$ cat src/rtl/spl_pkg.sv
package spl_pkg;

  typedef enum logic [1:0] {
    ST_IDLE  = 2'd0,
    ST_RUN   = 2'd1,
    ST_FLUSH = 2'd2
  } spl_state_e;

  // Running result of an MSB-first magnitude compare.
  typedef struct packed {
    logic decided;
    logic lt;
  } cmp_acc_t;

  localparam int SLICE_MAX = 64;

  // Fold one slice into the running compare; an earlier decision wins.
  function automatic cmp_acc_t slice_step(input cmp_acc_t acc,
                                          input logic [SLICE_MAX-1:0] a,
                                          input logic [SLICE_MAX-1:0] b);
    cmp_acc_t r;
    r = acc;
    if (!acc.decided && (a != b)) begin
      r.decided = 1'b1;
      r.lt      = (a < b);
    end
    return r;
  endfunction

  // Equal on every slice means "not less than".
  function automatic logic lt_resolve(input cmp_acc_t acc);
    return acc.decided & acc.lt;
  endfunction

endpackage

$ cat src/rtl/spl_seq.sv
module spl_seq
  import spl_pkg::*;
#(
  parameter int FLUSH_CYC = 2
) (
  input  logic       clk,
  input  logic       rst,
  input  logic       start_valid,
  input  logic       exit_hit,
  output spl_state_e state,
  output logic       accept,
  output logic       running,
  output logic       done_pulse
);
  localparam int FC_W = (FLUSH_CYC < 2) ? 1 : $clog2(FLUSH_CYC);
  localparam logic [FC_W-1:0] FC_LAST = FC_W'(FLUSH_CYC - 1);

  logic [FC_W-1:0] flush_cnt;
  logic            flush_last;

  assign accept     = (state == ST_IDLE) & start_valid;
  assign running    = (state == ST_RUN);
  assign flush_last = (state == ST_FLUSH) & (flush_cnt == FC_LAST);

  always_ff @(posedge clk) begin
    if (rst) begin
      state      <= ST_IDLE;
      flush_cnt  <= '0;
      done_pulse <= 1'b0;
    end else begin
      done_pulse <= flush_last;
      unique case (state)
        ST_IDLE: if (accept) state <= ST_RUN;
        ST_RUN: begin
          if (exit_hit) begin
            state     <= ST_FLUSH;
            flush_cnt <= '0;
          end
        end
        ST_FLUSH: begin
          if (flush_last) state <= ST_IDLE;
          else            flush_cnt <= flush_cnt + 1'b1;
        end
        default: state <= ST_IDLE;
      endcase
    end
  end
endmodule

$ cat src/rtl/spl_issue.sv
module spl_issue #(
  parameter int IDX_W = 32
) (
  input  logic             clk,
  input  logic             rst,
  input  logic             load,
  input  logic             advance,
  input  logic [IDX_W-1:0] bound_new,
  input  logic [IDX_W-1:0] bound_cur,
  output logic [IDX_W-1:0] index,
  output logic             kill
);
  function automatic logic [IDX_W-1:0] idx_bump(input logic [IDX_W-1:0] v);
    return v + IDX_W'(1);
  endfunction

  logic [IDX_W-1:0] idx_next;
  assign idx_next = idx_bump(index);

  // Kill is a sticky equality hit: cheaper than the magnitude compare.
  always_ff @(posedge clk) begin
    if (rst) begin
      index <= '0;
      kill  <= 1'b0;
    end else if (load) begin
      index <= '0;
      kill  <= (bound_new == '0);
    end else if (advance) begin
      index <= idx_next;
      kill  <= kill | (idx_next == bound_cur);
    end
  end
endmodule

$ cat src/rtl/spl_exit_pipe.sv
module spl_exit_pipe
  import spl_pkg::*;
#(
  parameter int IDX_W = 32,
  parameter int DEPTH = 4
) (
  input  logic             clk,
  input  logic             rst,
  input  logic             clear,
  input  logic             in_valid,
  input  logic [IDX_W-1:0] in_idx,
  input  logic [IDX_W-1:0] bound,
  output logic             res_valid,
  output logic             res_lt
);
  localparam int SLICE_W = (IDX_W + DEPTH - 1) / DEPTH;
  localparam int PAD_W   = SLICE_W * DEPTH;

  logic [PAD_W-1:0] bnd_pad;
  assign bnd_pad = PAD_W'(bound);

  for (genvar j = 0; j < DEPTH; j++) begin : g_stg
    localparam int REM_W = PAD_W - j * SLICE_W;
    localparam int BHI   = PAD_W - 1 - j * SLICE_W;

    logic             v_in;
    logic [REM_W-1:0] idx_in;
    cmp_acc_t         acc_in;
    cmp_acc_t         acc_out;
    logic [SLICE_W-1:0] a_sl;
    logic [SLICE_W-1:0] b_sl;

    if (j == 0) begin : g_head
      assign v_in   = in_valid;
      assign idx_in = REM_W'(in_idx);
      assign acc_in = '0;
    end else begin : g_body
      logic             v_q;
      logic [REM_W-1:0] idx_q;
      cmp_acc_t         acc_q;
      always_ff @(posedge clk) begin
        if (rst || clear) v_q <= 1'b0;
        else              v_q <= g_stg[j-1].v_in;
        idx_q <= g_stg[j-1].idx_in[REM_W-1:0];
        acc_q <= g_stg[j-1].acc_out;
      end
      assign v_in   = v_q;
      assign idx_in = idx_q;
      assign acc_in = acc_q;
    end

    assign a_sl    = idx_in[REM_W-1 -: SLICE_W];
    assign b_sl    = bnd_pad[BHI -: SLICE_W];
    assign acc_out = slice_step(acc_in, SLICE_MAX'(a_sl), SLICE_MAX'(b_sl));
  end

  assign res_valid = g_stg[DEPTH-1].v_in;
  assign res_lt    = lt_resolve(g_stg[DEPTH-1].acc_out);
endmodule

$ cat src/rtl/spec_loop_ctrl.sv
module spec_loop_ctrl
  import spl_pkg::*;
#(
  parameter int IDX_W      = 32,
  parameter int EXIT_DEPTH = 4,
  parameter int FLUSH_CYC  = 2
) (
  input  logic             clk,
  input  logic             rst,
  input  logic             start_valid,
  output logic             start_ready,
  input  logic [IDX_W-1:0] start_bound,
  output logic             iter_valid,
  output logic [IDX_W-1:0] iter_index,
  output logic             iter_kill,
  output logic             done
);
  spl_state_e       state;
  logic             accept;
  logic             running;
  logic             exit_hit;
  logic             res_valid;
  logic             res_lt;
  logic             kill_q;
  logic [IDX_W-1:0] idx_q;
  logic [IDX_W-1:0] bound_q;

  always_ff @(posedge clk) begin
    if (rst)         bound_q <= '0;
    else if (accept) bound_q <= start_bound;
  end

  spl_seq #(.FLUSH_CYC(FLUSH_CYC)) u_seq (
    .clk        (clk),
    .rst        (rst),
    .start_valid(start_valid),
    .exit_hit   (exit_hit),
    .state      (state),
    .accept     (accept),
    .running    (running),
    .done_pulse (done)
  );

  spl_issue #(.IDX_W(IDX_W)) u_issue (
    .clk      (clk),
    .rst      (rst),
    .load     (accept),
    .advance  (running),
    .bound_new(start_bound),
    .bound_cur(bound_q),
    .index    (idx_q),
    .kill     (kill_q)
  );

  spl_exit_pipe #(.IDX_W(IDX_W), .DEPTH(EXIT_DEPTH)) u_exit (
    .clk      (clk),
    .rst      (rst),
    .clear    (exit_hit),
    .in_valid (running),
    .in_idx   (idx_q),
    .bound    (bound_q),
    .res_valid(res_valid),
    .res_lt   (res_lt)
  );

  // First failing compare result stops launch at the next edge.
  assign exit_hit    = running & res_valid & ~res_lt;
  assign start_ready = (state == ST_IDLE);
  assign iter_valid  = running;
  assign iter_index  = idx_q;
  assign iter_kill   = running & kill_q;
endmodule

$ cat config.mk
export PLATFORM = sky130hd
export DESIGN_NAME = spec_loop_ctrl
export DESIGN_NICKNAME = d
export VERILOG_FILES = /design/src/rtl/spl_pkg.sv /design/src/rtl/spl_seq.sv /design/src/rtl/spl_issue.sv /design/src/rtl/spl_exit_pipe.sv /design/src/rtl/spec_loop_ctrl.sv
export SDC_FILE = /design/constraint.sdc
export NUM_CORES = 1
export LEC_CHECK = 0
export BUFFER_PORTS_ARGS = -buffer_cell sky130_fd_sc_hd__buf_2
export CAP_MARGIN = 40
export CORE_MARGIN = 2
export CORE_UTILIZATION = 55
export CTS_BUF_LIST = sky130_fd_sc_hd__clkbuf_4
export CTS_CLUSTER_DIAMETER = 200
export DETAILED_ROUTE_END_ITERATION = 7
export GPL_ROUTABILITY_DRIVEN = 0
export PLACE_DENSITY = 0.85
export SLEW_MARGIN = 40
export SYNTH_ARGS = -nofsm -noshare
export SYNTH_HDL_FRONTEND = slang
export SYNTH_SLANG_ARGS = --single-unit
$ cat constraint.sdc
create_clock -name clk -period 4.9 [get_ports clk]
set_clock_uncertainty 0.1 [all_clocks]
set_input_delay 0.245 -clock clk [delete_from_list [all_inputs] [get_ports clk]]
set_output_delay 0.245 -clock clk [all_outputs]
set_load 0.01 [all_outputs]
==> flow_summary_export.csv, run 1 <==
group,metric,value,unit
critical_path,cp_slowest_cell,"nor3_1",
critical_path,r2r_end,"u_issue.kill",
clock_network,holdBufCountCts,33,
power_and_ir_drop,ir_drop,0.171,mV
clock_network,cts_buffers,17,
cells_and_area,drive_above_1_share,15.1,%
clock_network,cts_setup_buffers,0,
placed_design,io_buffer_count,70,
die,rows,37,
yosys,synth.cell_area,5870,µm²
routing,vias_per_cell,5.82,
yosys,syn-num-nets,749,
die,die_area,11500,µm²
timing,max_freq,0.312,GHz
yosys,yosysTopAreaCellShare,42.9,%
cells_and_area,final_core_util,66.7,%
timing,fin_crit_sh,65.4,%
timing,rsz0062_at_grt,"no",
die,initial_utilization,56.9,%
yosys,ys.flop_type,"dfxtp_1",
yosys,synth_edf_count,0,
critical_path,reg2regPathDepth,7,
critical_path,timing.reg2reg.setup_slack,1.70,ns
timing,setup_violations,0,
grt,overflow,0,
clock_network,htreeDepth,4,
critical_path,worst-path-buf-inv,0,
routing,drc,0,
placed_design,dp_hpwl,11000,µm
routing,via_count,5352,
worst_hold_path,hp-class,"input port to flip-flop",
clock_network,cts_max_path_buffers,2,
yosys,yosys.area.top_type,"dfxtp_1",
yosys,ys_seq_area_share,42.9,%
power_and_ir_drop,p_per_area,299,nW/µm²
clock_network,root_buffer,"clkbuf_4",
cells_and_area,fin_nets,841,
grt,grt_first_pass_wirelength,25400,µm
timing,worst_slew_pin_slew,0.762,ns
power_and_ir_drop,p_seq_share,53.1,%
critical_path,end_kind,"flip-flop",
cells_and_area,register_area,2520,µm²
yosys,ys_warn_count,0,
power_and_ir_drop,switching_share,30.3,%
critical_path,crit_type,"flip-flop to flip-flop",
timing,max_slew_margin,48.7,%
yosys,ys_types,54,
job,cap_violations,0,
die,ios,71,
clock_network,worstSkewPairLatency,0.54,ns
routing,drt-total-wl,15700,µm
critical_path,r2r_start,"u_issue.index[0]",
clock_network,cts_tree,"done",
timing,hold_ws,0.0519,ns
power_and_ir_drop,p_int,1.43,mW
critical_path,critical_path_required,5.29,ns
cells_and_area,final_cell_area,6890,µm²
clock_network,cts.sinks,126,
routing,wl_per_cell,17.1,µm
die,die_w,107,µm
timing,hold_violations,0,
status,status,"completed",
critical_path,cp.arrival,3.59,ns
yosys,synthCells,678,
timing,slew_violations,0,
power_and_ir_drop,leakage,2.73,nW
critical_path,cp.depth,7,
critical_path,crit_family,"simple AND/OR/NAND/NOR gates",
cells_and_area,n_fill_cell,778,
placed_design,placed_area,6280,µm²
power_and_ir_drop,p_comb_share,12.4,%
yosys,synth.ff_latch_count,126,
critical_path,critPathMaxFanout,9,
critical_path,critPathLaunch,"u_issue.index[0]",
power_and_ir_drop,p_sw,623,µW
die,core,10300,µm²
routing,drt_iter0_drc,489,
critical_path,slowest_delay,0.61,ns
critical_path,path_cells,"ha_1 > nand3_1 > nor3_1 > nand2b_1 > or4_1 > a2111oi_1 > a31o_1",
timing,setup_tns,0,ns
die,die_y,107,µm
grt,antenna_found_initial,1,
yosys,ys_async_sr_fraction,0,%
timing,layout_min_cycle_time,3.20,ns
routing,first_pass_iters,8,
yosys,synth_area_leaders,"dfxtp_1, ha_1, xnor2_1, nand2_1, a21oi_1",
grt,grt_max_degree,42,
routing,drtAntennaViolNets,0,
grt,grt_use_total,28.5,%
power_and_ir_drop,power_frac_clock,34.6,%
clock_network,cts_resized,0,
cells_and_area,syn2layout_area_growth,17.3,%
clock_network,cts.reportedPaths.clkPinSlew,0.13,ns
cells_and_area,multiInputGateArea,3050,µm²
yosys,synth_area_per_cell,8.66,µm²
critical_path,start_kind,"flip-flop",
grt,grt_pass1_vias,5191,
critical_path,worstSetupEndpoint,"u_issue.kill",
area by class of cell:
type / count / area share [%]
clock buffer: 17 / 1.85
inverter: 41 / 2.23
timing repair buffer: 107 / 10.4
tap: 136 / 2.47
sequential: 126 / 36.6
clock inverter: 15 / 2.16
multi-input combinational: 477 / 44.3
antenna: 1 / 0.0363
flip-flops by register name (all words and copies together) (netlist names), 2 cells and up:
register                   flops
u_seq.state                    2
bound_q                       32
u_exit.g_stg.acc_in            6
u_exit.g_stg.a_sl              8
u_exit.g_stg.g_body.v_q        2
u_exit.g_stg.g_body.idx_q     40
u_issue.index                 32
cell usage after synthesis, types with 11 or more instances:
| library cell | count |
|---|---|
| a21oi_1 | 48 |
| nor3_1 | 16 |
| o21ai_0 | 18 |
| nand4_1 | 25 |
| nor4_1 | 18 |
| ha_1 | 36 |
| clkbuf_1 | 19 |
| dfxtp_1 | 126 |
| nand2_1 | 95 |
| or3_1 | 11 |
| nor2_1 | 49 |
| xnor2_1 | 42 |
| inv_1 | 41 |
| xor2_1 | 24 |
| buf_2 | 12 |
| nand3_1 | 13 |
worst min-delay path by stage:
stage / startpoint / end / cells after the start / slack [ns]
2_1_floorplan: u_exit.g_stg[1].g_body.idx_q[0] / u_exit.g_stg[2].g_body.idx_q[0] / 0 / 0.21
3_3_place_gp: u_exit.g_stg[2].g_body.idx_q[4] / u_exit.g_stg[3].a_sl[4] / 0 / 0.21
3_5_place_dp: u_exit.g_stg[1].g_body.idx_q[15] / u_exit.g_stg[2].g_body.idx_q[15] / 0 / 0.21
4_1_cts: rst / bound_q[9] / 2 / 0.19
5_1_grt: rst / bound_q[8] / 2 / 0.03
6_report: rst / u_seq.flush_cnt / 2 / 0.05
worst register-to-register path, stage by stage, from the launching register on:
cell and delay, ns:
dfxtp_1 0.52, ha_1 0.29, nand3_1 0.32, nor3_1 0.61, nand2b_1 0.17, or4_1 0.50
a2111oi_1 0.43, a31o_1 0.20
placed cells by master (no fill, tap or decap), types with 3 or more instances in the layout:
cell / n
nor2_1: 49
or2_2: 3
clkinv_4: 3
a21o_1: 10
nor3_1: 16
o21ai_0: 18
xor2_1: 24
mux2i_1: 5
ha_1: 36
nand3_1: 13
inv_6: 7
xnor2_1: 42
buf_4: 5
nor4_1: 18
dlygate4sd3_1: 33
or4_1: 3
or3_1: 11
inv_1: 41
nand2_1: 95
a21oi_1: 48
a211oi_1: 5
buf_2: 69
a31oi_1: 5
clkbuf_4: 17
o31ai_1: 4
and4_1: 3
nand4_1: 25
nand2b_1: 10
dfxtp_1: 126
per-layer routing:
layer  GRT usage, %  wire (µm)
met4           15.0        573
met5              0          0
met3           5.93       1190
met1           35.7       6520
met2           46.2       7440
cells by family (layout without fill, tap and decap cells):
logic type	Yosys count	after routing	synth area share [%]
multiplexers	5	5	0.852
buffers and inverters	75	180	5.13
XOR/XNOR	66	66	9.84
AND/OR/NAND/NOR	261	261	22.0
flip-flops	126	126	42.9
other	0	1	0
adder cells (fa/ha/maj)	36	36	7.67
AO/OA/AOI/OAI	109	109	11.6
metrics by stage:
| step | instances | total power [mW] | worst slack, ns |
|---|---|---|---|
| finish | 920 | 2.06 | 1.70 |
| global route | 920 | 2.14 | 1.61 |
| CTS | 919 | 2.06 | 1.78 |
| detailed placement | 854 | 1.34 | 1.80 |
| global placement | 854 | 1.33 | 2.10 |
| floorplan | 678 | 1.26 | 2.28 |
power by group through the flow:
| stage | logic (mW) | registers, mW | clock network, mW |
|---|---|---|---|
| 2_1_floorplan | 0.154 | 1.10 | 0 |
| 5_1_grt | 0.279 | 1.10 | 0.767 |
| 4_1_cts | 0.248 | 1.09 | 0.717 |
| 6_report | 0.254 | 1.09 | 0.711 |
| 3_5_place_dp | 0.226 | 1.11 | 0 |
| 3_3_place_gp | 0.216 | 1.11 | 0 |
Power figures use the tool's default switching activity.
==> inputs of run 2 (changes only) <==
CORE_UTILIZATION = 54   (was 55)
PLACE_DENSITY = 0.87   (was 0.85)
clock period = 2.6 ns   (was 4.9 ns; I/O delays follow)
==> flow_summary_export.csv, run 2 (synthesis results as in run 1) <==
group,metric,value,unit
grt,grt_util_met3,8.68,%
routing,drt_iter0_drc,603,
die,ios,71,
grt,grt_first_pass_wirelength,26700,µm
die,die_y,108,µm
clock_network,cts_max_path_buffers,2,
clock_network,cts_tree,"done",
timing,slew_violations,0,
power_and_ir_drop,p_seq_share,46.8,%
power_and_ir_drop,p_comb_share,11.2,%
die,die_w,108,µm
grt,antenna_found_initial,1,
grt,gr-usage-met2,48.9,%
cells_and_area,final_common_cell,"dfxtp_1",
timing,max_freq,0.398,GHz
routing,first_pass_iters,5,
grt,overflow,0,
critical_path,timing.reg2reg.setup_slack,0.09,ns
cells_and_area,largestRegisters,"u_exit.g_stg.g_body.idx_q: 40 flops, bound_q: 32 flops, u_issue.index: 32 flops",
critical_path,reg2regPathDepth,9,
power_and_ir_drop,p_sw,1.12,mW
critical_path,critPathMaxFanout,5,
timing,fin_crit_sh,96.7,%
clock_network,root_buffer,"clkbuf_4",
timing,worst_slew_pin_slew,0.786,ns
cells_and_area,syn2layout_area_growth,25.8,%
timing,setup_violations,0,
power_and_ir_drop,p_int,3.27,mW
cells_and_area,drive_above_1_share,20.3,%
die,rows,38,
clock_network,cts.sinks,126,
power_and_ir_drop,p_per_area,594,nW/µm²
worst_hold_path,min_to,"bound_q[0]",
status,status,"completed",
routing,drc,0,
cells_and_area,final_cell_area,7390,µm²
cells_and_area,mostFrequentLayoutCells,"dfxtp_1, nand2_1, buf_2",
grt,grt_pass1_vias,5492,
critical_path,critical_path_required,3.01,ns
grt,grtUsageMet1,35.6,%
cells_and_area,fin_nets,885,
clock_network,cts.reportedPaths.clkPinSlew,0.13,ns
timing,hold_violations,0,
worst_hold_path,hp-class,"input port to flip-flop",
grt,grt_max_degree,41,
critical_path,end_kind,"flip-flop",
placed_design,dp_hpwl,11300,µm
die,initial_utilization,54.7,%
critical_path,cp.arrival,2.93,ns
critical_path,start_kind,"flip-flop",
power_and_ir_drop,power_frac_clock,41.9,%
routing,drtAntennaViolNets,0,
job,cap_violations,0,
routing,vias_per_cell,5.77,
die,die_area,11700,µm²
power_and_ir_drop,leakage,3.02,nW
clock_network,cts_buffers,17,
worst_hold_path,worstHoldPathCells,3,
cells_and_area,regMostFlops,"u_exit.g_stg.g_body.idx_q",
timing,setup_tns,0,ns
routing,via_count,5586,
critical_path,r2r_end,"u_issue.kill",
power_and_ir_drop,ir_drop,0.401,mV
clock_network,worstSkewPairLatency,0.56,ns
placed_design,io_buffer_count,70,
cells_and_area,largest_reg_flops,40,
timing,max_slew_margin,47.1,%
worst_hold_path,hp-start,"rst",
grt,grt-busiest-layer,"met2",
timing,layout_min_cycle_time,2.51,ns
die,core,10700,µm²
routing,wl_per_cell,17.4,µm
clock_network,htreeDepth,4,
placed_design,placed_area,6600,µm²
grt,grt_use_total,29.8,%
critical_path,crit_type,"flip-flop to flip-flop",
critical_path,r2r_start,"u_issue.index[1]",
routing,drt-total-wl,16800,µm
power_and_ir_drop,switching_share,25.5,%
[run 2: metrics by stage]
step | power, mW | worst slack, ns | utilization, % | std cells | hold slack, ns
after floorplan | 2.37 | 0.000425 | - | 678 | 0.166
after global placement | 2.51 | 0.180 | 61.4 | 900 | 0.210
after detailed placement | 2.53 | 0.131 | 61.4 | 900 | 0.213
after CTS | 4.36 | 0.0828 | 68.2 | 965 | 0.0112
after global routing | 4.55 | -0.0755 | 68.7 | 968 | 0.0225
final | 4.39 | 0.0852 | 68.7 | 968 | 0.0355
[run 2: what timing repair did]
item,CTS,global route
setup buffers,0,2
endpoints found under the hold margin,34,0
hold buffers,33,0
setup endpoints to repair,0,1
gates resized for setup,0,8
[run 2: power groups by stage]
stage	logic [mW]	registers [mW]	clock network, mW
2_1_floorplan	0.291	2.08	0
3_3_place_gp	0.416	2.10	0
3_5_place_dp	0.429	2.10	0
4_1_cts	0.470	2.05	1.84
5_1_grt	0.543	2.06	1.94
6_report	0.494	2.06	1.84
[run 2: layout make-up]
| cell class | count | area, µm² |
|---|---|---|
| fillers | 782 | 3360 |
| multi-input cells | 477 | 3090 |
| flip-flops and latches | 126 | 2520 |
| repair buffers | 151 | 1040 |
| clock inverters | 14 | 264 |
| well taps | 140 | 175 |
| inverters | 41 | 154 |
| clock buffers | 18 | 135 |
| diodes | 1 | 2.50 |
[run 2: per-layer routing]
metal  up-vias  wire, µm
met5         -         0
met4         0       610
met3        77      1600
met2       329      7970
met1      2573      6660
li1       2607         -
[run 2: worst max-delay path by stage]
stage	startpoint	to	slack (ns)	cells after the start
after floorplan	u_issue.index[0]	u_issue.kill	0.0004	7
after global placement	u_issue.index[1]	u_issue.kill	0.18	7
after detailed placement	u_issue.index[12]	u_issue.kill	0.13	7
after CTS	u_issue.index[12]	u_issue.kill	0.08	7
after global routing	u_issue.index[1]	u_issue.kill	-0.08	9
final	u_issue.index[1]	u_issue.kill	0.09	9
[run 2: critical path, cell delays in order (launching register included)]
cell,delay [ns]
dfxtp_1,0.42
ha_1,0.25
nand3_1,0.25
buf_4,0.25
nor3_1,0.25
xnor2_1,0.16
o211a_1,0.16
nand4_1,0.08
nor4_1,0.37
a31o_1,0.19
